$ cat config.mk
export PLATFORM = sky130hd
export DESIGN_NAME = hop_list_ctrl
export DESIGN_NICKNAME = d
export VERILOG_FILES = /design/src/rtl/hop_pkg.sv /design/src/rtl/hop_ofs_store.sv /design/src/rtl/hop_prbs.sv /design/src/rtl/hop_sched.sv /design/src/rtl/hop_list_ctrl.sv
export SDC_FILE = /design/constraint.sdc
export NUM_CORES = 2
export LEC_CHECK = 0
export BUFFER_PORTS_ARGS = -buffer_cell sky130_fd_sc_hd__buf_2
export CAP_MARGIN = 20
export CORE_MARGIN = 3
export CORE_UTILIZATION = 50
export CTS_CLUSTER_SIZE = 28
export DETAILED_ROUTE_END_ITERATION = 8
export GPL_TIMING_DRIVEN = 0
export PLACE_DENSITY_LB_ADDON = 0.3
export SKIP_CTS_REPAIR_TIMING = 1
export SYNTH_ARGS = -nofsm -noshare
export SYNTH_HDL_FRONTEND = slang
export SYNTH_SLANG_ARGS = --single-unit
$ cat constraint.sdc
create_clock -name clk -period 14.7 [get_ports clk]
set_input_delay 3.675 -clock clk [delete_from_list [all_inputs] [get_ports clk]]
set_output_delay 3.675 -clock clk [all_outputs]
set_load 0.005 [all_outputs]
$ cat src/rtl/hop_pkg.sv
`timescale 1ns/1ps
package hop_pkg;

    // Widest supported generator length
    localparam int PN_MAX_W = 23;

    typedef enum logic [1:0] {
        HOP_LINEAR = 2'd0,
        HOP_RANDOM = 2'd1,
        HOP_EXTERN = 2'd2,
        HOP_LIN_B  = 2'd3
    } hop_mode_e;

    // Register length chosen by a length code
    function automatic int unsigned pn_length(input logic [2:0] sel);
        case (sel)
            3'd0:    pn_length = 9;
            3'd1:    pn_length = 11;
            3'd2:    pn_length = 15;
            3'd3:    pn_length = 16;
            3'd4:    pn_length = 20;
            3'd5:    pn_length = 21;
            default: pn_length = 23;
        endcase
    endfunction

    function automatic logic [PN_MAX_W-1:0] pn_mask(input logic [2:0] sel);
        logic [PN_MAX_W-1:0] m;
        int unsigned len;
        len = pn_length(sel);
        for (int b = 0; b < PN_MAX_W; b++) begin
            m[b] = (b < len);
        end
        return m;
    endfunction

endpackage

$ cat src/rtl/hop_ofs_store.sv
`timescale 1ns/1ps
module hop_ofs_store #(
    parameter int ENTRIES   = 32,
    parameter int OFS_W     = 25,
    parameter int OFS_LIMIT = 10_000_000,
    parameter int ADDR_W    = $clog2(ENTRIES)
) (
    input  logic                     clk,
    input  logic                     rst_n,
    input  logic                     wr_en,
    input  logic [ADDR_W-1:0]        wr_addr,
    input  logic signed [OFS_W-1:0]  wr_data,
    input  logic [ADDR_W-1:0]        rd_addr,
    output logic signed [OFS_W-1:0]  rd_data
);

    localparam logic signed [OFS_W-1:0] LIM_POS = OFS_W'(OFS_LIMIT);
    localparam logic signed [OFS_W-1:0] LIM_NEG = -LIM_POS;

    logic signed [OFS_W-1:0] wr_sat;
    logic signed [OFS_W-1:0] ent_vec [ENTRIES];

    // Saturate once, shared by every entry
    always_comb begin
        if (wr_data > LIM_POS) begin
            wr_sat = LIM_POS;
        end else if (wr_data < LIM_NEG) begin
            wr_sat = LIM_NEG;
        end else begin
            wr_sat = wr_data;
        end
    end

    for (genvar e = 0; e < ENTRIES; e++) begin : g_ent
        logic signed [OFS_W-1:0] ent_d, ent_q;

        always_comb begin
            ent_d = ent_q;
            if (wr_en && (wr_addr == ADDR_W'(e))) begin
                ent_d = wr_sat;
            end
        end

        always_ff @(posedge clk) begin
            if (!rst_n) begin
                ent_q <= '0;
            end else begin
                ent_q <= ent_d;
            end
        end

        assign ent_vec[e] = ent_q;
    end

    assign rd_data = ent_vec[rd_addr];

endmodule

$ cat src/rtl/hop_prbs.sv
`timescale 1ns/1ps
module hop_prbs
    import hop_pkg::*;
(
    input  logic                 clk,
    input  logic                 rst_n,
    input  logic [2:0]           pn_sel,
    input  logic                 load,
    input  logic [PN_MAX_W-1:0]  seed,
    input  logic                 step,
    output logic [PN_MAX_W-1:0]  state
);

    typedef struct packed {
        logic [PN_MAX_W-1:0] sr;
    } prbs_st_t;

    prbs_st_t st_d, st_q;
    logic                fb;
    logic [PN_MAX_W-1:0] mask;
    logic [PN_MAX_W-1:0] shifted;
    logic [PN_MAX_W-1:0] seeded;

    always_comb begin
        mask = pn_mask(pn_sel);
        case (pn_sel)
            3'd0:    fb = st_q.sr[8]  ^ st_q.sr[4];
            3'd1:    fb = st_q.sr[10] ^ st_q.sr[8];
            3'd2:    fb = st_q.sr[14] ^ st_q.sr[13];
            3'd3:    fb = st_q.sr[15] ^ st_q.sr[14] ^ st_q.sr[12] ^ st_q.sr[3];
            3'd4:    fb = st_q.sr[19] ^ st_q.sr[2];
            3'd5:    fb = st_q.sr[20] ^ st_q.sr[18];
            default: fb = st_q.sr[22] ^ st_q.sr[17];
        endcase
        shifted = {st_q.sr[PN_MAX_W-2:0], fb} & mask;
        seeded  = seed & mask;

        st_d = st_q;
        if (load) begin
            st_d.sr = (seeded == '0) ? PN_MAX_W'(1) : seeded;
        end else if (step) begin
            st_d.sr = (shifted == '0) ? PN_MAX_W'(1) : shifted;
        end
    end

    always_ff @(posedge clk) begin
        if (!rst_n) begin
            st_q.sr <= PN_MAX_W'(1);
        end else begin
            st_q <= st_d;
        end
    end

    assign state = st_q.sr;

endmodule

$ cat src/rtl/hop_sched.sv
`timescale 1ns/1ps
module hop_sched #(
    parameter int ADDR_W = 5
) (
    input  logic              clk,
    input  logic              rst_n,
    input  logic              hop_trig,
    input  logic              sym_stb,
    input  logic [ADDR_W-1:0] ext_addr,
    output logic              accept,
    output logic [ADDR_W-1:0] ext_held
);

    typedef struct packed {
        logic              pending;
        logic              holdoff;
        logic [ADDR_W-1:0] addr;
    } sched_st_t;

    sched_st_t st_d, st_q;
    logic      take;

    always_comb begin
        st_d   = st_q;
        accept = sym_stb && st_q.pending;
        take   = hop_trig && !st_q.holdoff && !accept;

        if (accept) begin
            st_d.pending = 1'b0;
            st_d.holdoff = 1'b1;
        end else begin
            if (sym_stb) begin
                st_d.holdoff = 1'b0;
            end
            if (take) begin
                st_d.pending = 1'b1;
                st_d.addr    = ext_addr;
            end
        end
    end

    always_ff @(posedge clk) begin
        if (!rst_n) begin
            st_q <= '0;
        end else begin
            st_q <= st_d;
        end
    end

    assign ext_held = st_q.addr;

endmodule

$ cat src/rtl/hop_list_ctrl.sv
`timescale 1ns/1ps
module hop_list_ctrl
    import hop_pkg::*;
#(
    parameter int ENTRIES   = 32,
    parameter int OFS_W     = 25,
    parameter int OFS_LIMIT = 10_000_000,
    parameter int IDX_W     = $clog2(ENTRIES),
    parameter int LEN_W     = IDX_W + 1
) (
    input  logic                    clk,
    input  logic                    rst_n,
    input  logic                    wr_en,
    input  logic [IDX_W-1:0]        wr_addr,
    input  logic signed [OFS_W-1:0] wr_data,
    input  logic [1:0]              hop_mode,
    input  logic [2:0]              pn_sel,
    input  logic [PN_MAX_W-1:0]     pn_seed,
    input  logic                    seed_load,
    input  logic                    hop_trig,
    input  logic [IDX_W-1:0]        ext_addr,
    input  logic                    sym_stb,
    input  logic [LEN_W-1:0]        list_len,
    output logic [IDX_W-1:0]        cur_idx,
    output logic signed [OFS_W-1:0] offset_out,
    output logic                    hop_done
);

    localparam logic [LEN_W-1:0] FULL_LEN = LEN_W'(ENTRIES);

    typedef struct packed {
        logic [IDX_W-1:0] idx;
        logic             done;
    } sel_st_t;

    sel_st_t st_d, st_q;

    logic                accept;
    logic [IDX_W-1:0]    ext_held;
    logic [PN_MAX_W-1:0] pn_state;
    logic                pn_step;
    logic [LEN_W-1:0]    eff_len;
    logic [LEN_W-1:0]    raw_idx;
    logic [LEN_W-1:0]    nxt_idx;
    hop_mode_e           mode;

    assign mode    = hop_mode_e'(hop_mode);
    assign eff_len = ((list_len == '0) || (list_len > FULL_LEN)) ? FULL_LEN : list_len;
    assign pn_step = accept && (mode == HOP_RANDOM);

    hop_sched #(.ADDR_W(IDX_W)) sched_i (
        .clk      (clk),
        .rst_n    (rst_n),
        .hop_trig (hop_trig),
        .sym_stb  (sym_stb),
        .ext_addr (ext_addr),
        .accept   (accept),
        .ext_held (ext_held)
    );

    hop_prbs prbs_i (
        .clk    (clk),
        .rst_n  (rst_n),
        .pn_sel (pn_sel),
        .load   (seed_load),
        .seed   (pn_seed),
        .step   (pn_step),
        .state  (pn_state)
    );

    hop_ofs_store #(
        .ENTRIES   (ENTRIES),
        .OFS_W     (OFS_W),
        .OFS_LIMIT (OFS_LIMIT),
        .ADDR_W    (IDX_W)
    ) store_i (
        .clk     (clk),
        .rst_n   (rst_n),
        .wr_en   (wr_en),
        .wr_addr (wr_addr),
        .wr_data (wr_data),
        .rd_addr (st_q.idx),
        .rd_data (offset_out)
    );

    // Index source selection
    always_comb begin
        case (mode)
            HOP_RANDOM: raw_idx = {1'b0, pn_state[IDX_W-1:0]};
            HOP_EXTERN: raw_idx = {1'b0, ext_held};
            default:    raw_idx = {1'b0, st_q.idx} + LEN_W'(1);
        endcase

        if (mode == HOP_RANDOM || mode == HOP_EXTERN) begin
            nxt_idx = raw_idx % eff_len;
        end else begin
            nxt_idx = (raw_idx >= eff_len) ? '0 : raw_idx;
        end

        st_d      = st_q;
        st_d.done = accept;
        if (accept) begin
            st_d.idx = nxt_idx[IDX_W-1:0];
        end
    end

    always_ff @(posedge clk) begin
        if (!rst_n) begin
            st_q <= '0;
        end else begin
            st_q <= st_d;
        end
    end

    assign cur_idx  = st_q.idx;
    assign hop_done = st_q.done;

endmodule

Word-level counts from Yosys, hierarchy flattened
Cells that the tools add are included.
{"block": "totals", "reg_bits": 836, "latch_bits": 0, "ramBits": 0, "romBits": 0, "in_bits": 75, "out_inout_bits": 31, "word_cells": 186, "mem_count": 0}
{"block": "classes", "add_sub_neg": 1, "mul": 0, "div_mod_pow": 1, "magnitude_cmp": 28, "n_eq_ne": 38, "shifts": 0, "n_mux": 17, "bitwise_logic": 14, "reduce_logical": 49}
{"op": "$bmux 25 s5", "count": 1}
{"op": "$mux 25", "count": 4}
{"op": "$mux 23", "count": 4}
{"op": "$eq 5x5->1 const B", "count": 16}
{"op": "$and 23x23->23", "count": 2}
{"op": "$logic_not 23->1", "count": 2}
{"op": "$eq 5x4->1 const B", "count": 8}
{"op": "$lt 4x5->1 const A", "count": 8}
{"op": "$logic_and 1x1->1", "count": 36}
{"op": "$lt 5x5->1 const A", "count": 7}
{"op": "$pmux 5 s6", "count": 1}
{"op": "$gt 25x25->1 const B", "count": 1}
{"op": "$lt 25x25->1 const B", "count": 1}
{"op": "$eq 5x3->1 const B", "count": 4}
{"op": "$lt 3x5->1 const A", "count": 4}
{"op": "$pmux 6 s2", "count": 1}
{"op": "$eq 5x2->1 const B", "count": 2}
{"op": "$lt 1x5->1 const A", "count": 2}
{"op": "$lt 2x5->1 const A", "count": 2}
{"op": "$mux 5", "count": 2}
{"op": "$xor 1x1->1", "count": 9}
{"op": "$add 5x1->6 const B", "count": 1}
{"op": "$eq 3x2->1 const B", "count": 2}
{"op": "$eq 3x3->1 const B", "count": 2}
{"op": "other kinds (21)", "count": 26}

Longest topological paths before layout
{"block": "depth", "ltp_word": 9, "mapped_depth": 40, "depth_no_buf": 37}

Cells and area by module
Synthesis repeated with hierarchy kept, for this count alone.
{"block": "hier_totals", "cells_unflattened": 4157, "hier_area_um2": 40700.3}
{"module": "hop_ofs_store", "n_inst": 1, "cells_each": 3720, "area_per_inst_um2": 37161.9, "seq_area_each_um2": 16015.4}
{"module": "hop_list_ctrl", "n_inst": 1, "cells_each": 220, "area_per_inst_um2": 1697.9, "seq_area_each_um2": 120.1}
{"module": "hop_prbs", "n_inst": 1, "cells_each": 182, "area_per_inst_um2": 1496.4, "seq_area_each_um2": 460.4}
{"module": "hop_sched", "n_inst": 1, "cells_each": 35, "area_per_inst_um2": 344.1, "seq_area_each_um2": 140.1}

Worst setup path after synthesis
Ideal clock, no wire load.
{"block": "synth_timing", "kind": "input -> register", "start": "in hop_mode[0]", "end": "reg st_q, in the netlist cur_idx[3]", "setup_ns": 0.119, "arrival_time_ns": 11.001, "required_ns": 14.581, "setup_slack_ns": 3.581, "stages": 34, "path_buffers": 1, "cell_sequence": "inv_1 ha_1 nand3_1 inv_1 ha_1 o2111a_1 a21oi_1 ha_1 o21a_1 o221ai_1 mux2_2 ha_1 a21oi_1 a211o_1 nor2_1 a21oi_1 inv_1 ha_1 o211a_1 o31a_1 o21ai_1 a31oi_1 ha_1 or3_1 o221ai_1 a21o_1 mux2_2 ha_1 or3_1 o21ai_0 a31oi_1 clkbuf_1 a311o_1 o221a_2"}
{"block": "synth_via", "elab_chain_cells": 5}
{"element": "from (decl)", "line_no": "hop_list_ctrl.sv:16", "text": "input logic [1:0] hop_mode,"}
{"element": "branches (longest 4 deep; another with $mod 6x6->6)"}
{"element": "$mux 5 *", "line_no": "hop_list_ctrl.sv:94", "text": "if (mode == HOP_RANDOM || mode == HOP_EXTERN) begin"}
{"element": "to (signal assigned)", "line_no": "hop_list_ctrl.sv:111", "text": "st_q <= st_d;"}
{"element": "to (decl)", "line_no": "hop_list_ctrl.sv:36", "text": "sel_st_t st_d, st_q;"}
Every way passes the cells marked *.
A chain may end at the register's enable or synchronous reset.

Final worst setup path
Same ends and word-level chain as after synthesis.

==> results by group <==
Cells and area
  – Layout net count: a little under 4,000
  – Area growth syn-to-layout: 12.86%
  – Design Area, Final: around 0.04 sq mm
  – Multi-input gate area: about 0.017 sq mm
  – Layout cell share with drive strength beyond 1: between 10% and 20%
  – Register area: approximately 0.017 sq mm
  – Fillers: approximately 6,300

Worst setup path
  – Worst path required time: approximately 15 ns
  – Max incr delay on CP: 0.59 ns
  – Worst Setup End Kind: flip-flop
  – Buf+Inv Stages, Crit Path: 4
  – CP dominant cell by count: ha_1
  – Worst path top cell family by delay: compound AO/OA/AOI/OAI gates
  – Crit Path Category: in -> reg
  – CP max stage cell: a2111oi_0
  – Crit path DAT: 12.47 ns
  – Worst setup SP type: input port
  – Crit Path Max Fanout: 7

Yosys
  – Post-synthesis sequential area ratio: between 40% and 50%
  – Yosys reg bits: 836
  – EDFF count, synth: 0
  – Mean post-synth cell area: 9.727 sq um
  – Ys async rst share: 0%
  – Yosys warns: 0
  – Synth cell types: 70
  – Post-synthesis cell count: between 3,000 and 4,000
  – Post-synth top area cell: dfxtp_1
  – Post-Syn Area: approximately 0.036 sq mm
  – Synth top area share: about 47%
  – Largest cells by area after synthesis: dfxtp_1 (47%), mux4_2 (16%), o21ai_0 (11%), nand3_1 (7.5%), a21oi_1 (4.2%)
  – Post-synth top flop: dfxtp_1
  – Mapped Nets: between 3,000 and 4,000

Global route
  – Global-route wire length before repair: about 180 mm
  – Vias in the first global route: 30,060
  – Gr ovfl total: 0
  – Largest net degree at the start of global routing: 14
  – Global Route Usage Sum: 32.51%
  – Initial antenna violation count: 3

Clock tree
  – CTS Buf Count: 85
  – Worst-path clk slew: roughly 0.06 ns
  – CTS Root Cell: clkbuf_16
  – Worst-Skew Late Latency: around 0.64 ns
  – Clock sink count: ~840
  – Max clock buf depth: 3
  – CTS tree: yes
  – H-tree depth: 3

Outcome
  – Status: finished clean

Route
  – Detail Route Antenna Nets: 0
  – Initial drt markers: roughly 4,400
  – DR WL/cell: roughly 25 um
  – Via count: ~32,000
  – DRC violations left: 0
  – Final WL: roughly 120 mm
  – Via-to-Cell Ratio: around 6.5
  – Detailed Routing Iterations Pass 1: 7

Floorplan
  – Core Rows: a little under 100
  – CORE AREA: about 0.07 sq mm
  – Die X: approximately 270 um
  – Die area: 0.07424 sq mm
  – Ports: 106
  – Die height: approximately 270 um
  – Initial Utilization: just over 50%

Power and ir drop
  – Power density cells: between 100 and 150 mW/mm^2
  – P_leak: approximately 14 nW
  – Worst vdd ir: approximately 89 uV

STA
  – Worst slew margin: between 15 and 20%
  – Final Hold Viols: 0
  – Crit path time final: between 10 and 15 ns
  – Final Cycle Share: between 80% and 90%
  – Final setup viols: 0
  – Clock Skew: between 0.015 and 0.02 ns
  – Peak Freq: approximately 84 MHz
  – Worst-margin pin slew: ~1.2 ns
  – RSZ-0062 raised after global routing: no
  – Sum of negative setup slack: 0 ns
  – Fin. max-slew vios: 0

Placement
  – RD Place Congestion: 0.9691
  – Area post-placement: ~0.037 sq mm
  – Dpl hpwl: ~90 mm
  – Port Buffers: just over 100

Hold path
  – HP Class: reg -> reg

Run
  – Max_cap viols: 0
==> tightest hold or removal path, stage by stage, from the launching register on <==
cell     delay [ns]
dfxtp_1        0.31
nand2_1        0.05
a21oi_1        0.05
==> cells by family (layout without fill, tap and decap cells) <==
logic type | after synthesis | in the layout | synth area share, %
AND/OR/NAND/NOR | 867 | 867 | 11.72
flip-flops | 836 | 836 | 47.14
AO/OA/AOI/OAI | 1207 | 1207 | 18.11
adder cells (fa/ha/maj) | 32 | 32 | 1.149
buffers and inverters | 403 | 661 | 4.433
multiplexers | 289 | 289 | 17.06
other | 0 | 2 | 0
XOR/XNOR | 16 | 16 | 0.3947
==> final timing paths <==
check | start | end | slack, ns | cells past startpoint
setup / recovery | hop_mode[0] | cur_idx[3]$_SDFFE_PN0P_ | 2.81 | 35
hold / removal | store_i.g_ent[1].ent_q[7]$_SDFFE_PN0P_ | store_i.g_ent[1].ent_q[7]$_SDFFE_PN0P_ | 0.45 | 2
setup reg to reg | cur_idx[0]$_SDFFE_PN0P_ | cur_idx[3]$_SDFFE_PN0P_ | 5.02 | 36
hold reg to reg | store_i.g_ent[1].ent_q[7]$_SDFFE_PN0P_ | store_i.g_ent[1].ent_q[7]$_SDFFE_PN0P_ | 0.45 | 2
==> cell usage after synthesis, types with 3 or more instances <==
cell	n
dfxtp_1	836
o21ai_0	768
nand3_1	533
clkbuf_1	347
a21oi_1	298
mux4_2	250
nand2_1	141
nor2_1	98
a211oi_1	35
ha_1	31
mux2_2	28
a31oi_1	22
nor3_1	21
inv_1	19
buf_2	16
nand2b_1	14
o211ai_1	13
a21o_1	12
buf_1	12
mux2i_1	11
nand4_1	11
nor2b_1	10
nor4_1	10
xnor2_1	9
o21a_1	7
xor2_1	7
a221oi_1	6
and2_1	6
or3_1	6
buf_4	5
and4_1	4
o2111ai_1	4
o22ai_1	4
a211o_1	3
a221o_1	3
buf_6	3
nand3b_1	3
==> power by group <==
group	switching, mW	internal [mW]	leakage (nW)
registers	0.0173	2.29	6.75
clock network	0.925	1.26	1.36
logic	0.344	0.156	5.64
total	1.29	3.71	13.7
==> per-stage QoR <==
step,setup WS [ns],hold WS (ns),total power [mW],util [%],instances
floorplan,3.581,0.4331,2.661,-,3650
global placement,2.190,0.4419,2.833,53.02,4693
detailed placement,2.250,0.4469,2.840,53.11,4697
CTS,2.888,0.4547,4.979,57.05,4845
global route,2.281,0.4738,5.114,57.11,4848
finish,2.810,0.4535,4.994,57.12,4850
==> area by class of cell <==
cell class	count	area share [%]
multi-input combinational	2411	42.91
sequential	836	41.77
clock buffer	120	6.089
buffer	383	3.741
tap	940	2.935
timing repair buffer	110	1.539
clock inverter	28	0.8150
inverter	20	0.1874
antenna	2	0.01249
==> routing by layer <==
metal	global-route usage, %	routed length [um]	up-vias
li1	-	-	13930
met3	8.069	13260	370
met5	0	0	-
met2	50.31	54680	1803
met4	16.93	7242	0
met1	42.28	48440	15540
==> cells in the final DEF, fill, tap and decap left out, types with 7 or more instances in the layout <==
cell,count
a31oi_1,22
mux2_2,28
buf_1,12
ha_1,31
mux4_2,250
xor2_1,7
clkinv_2,13
nor2_1,98
nor4_1,10
clkbuf_16,86
buf_2,119
nand2_1,141
o21a_1,7
clkbuf_1,365
dfxtp_1,836
inv_1,19
a21oi_1,298
xnor2_1,9
o21ai_0,768
nor3_1,21
nand4_1,11
nor2b_1,10
nand3_1,533
a211oi_1,35
mux2i_1,11
nand2b_1,14
a21o_1,12
o211ai_1,13
clkbuf_8,16
==> state kept, by name (all words and copies together), names as in the netlist <==
name	cells
store_i.g_ent.ent_q	800
prbs_i.state	23
cur_idx	5
sched_i.ext_held	5
sched_i.st_q	2
hop_done	1
Power figures use the tool's default switching activity.
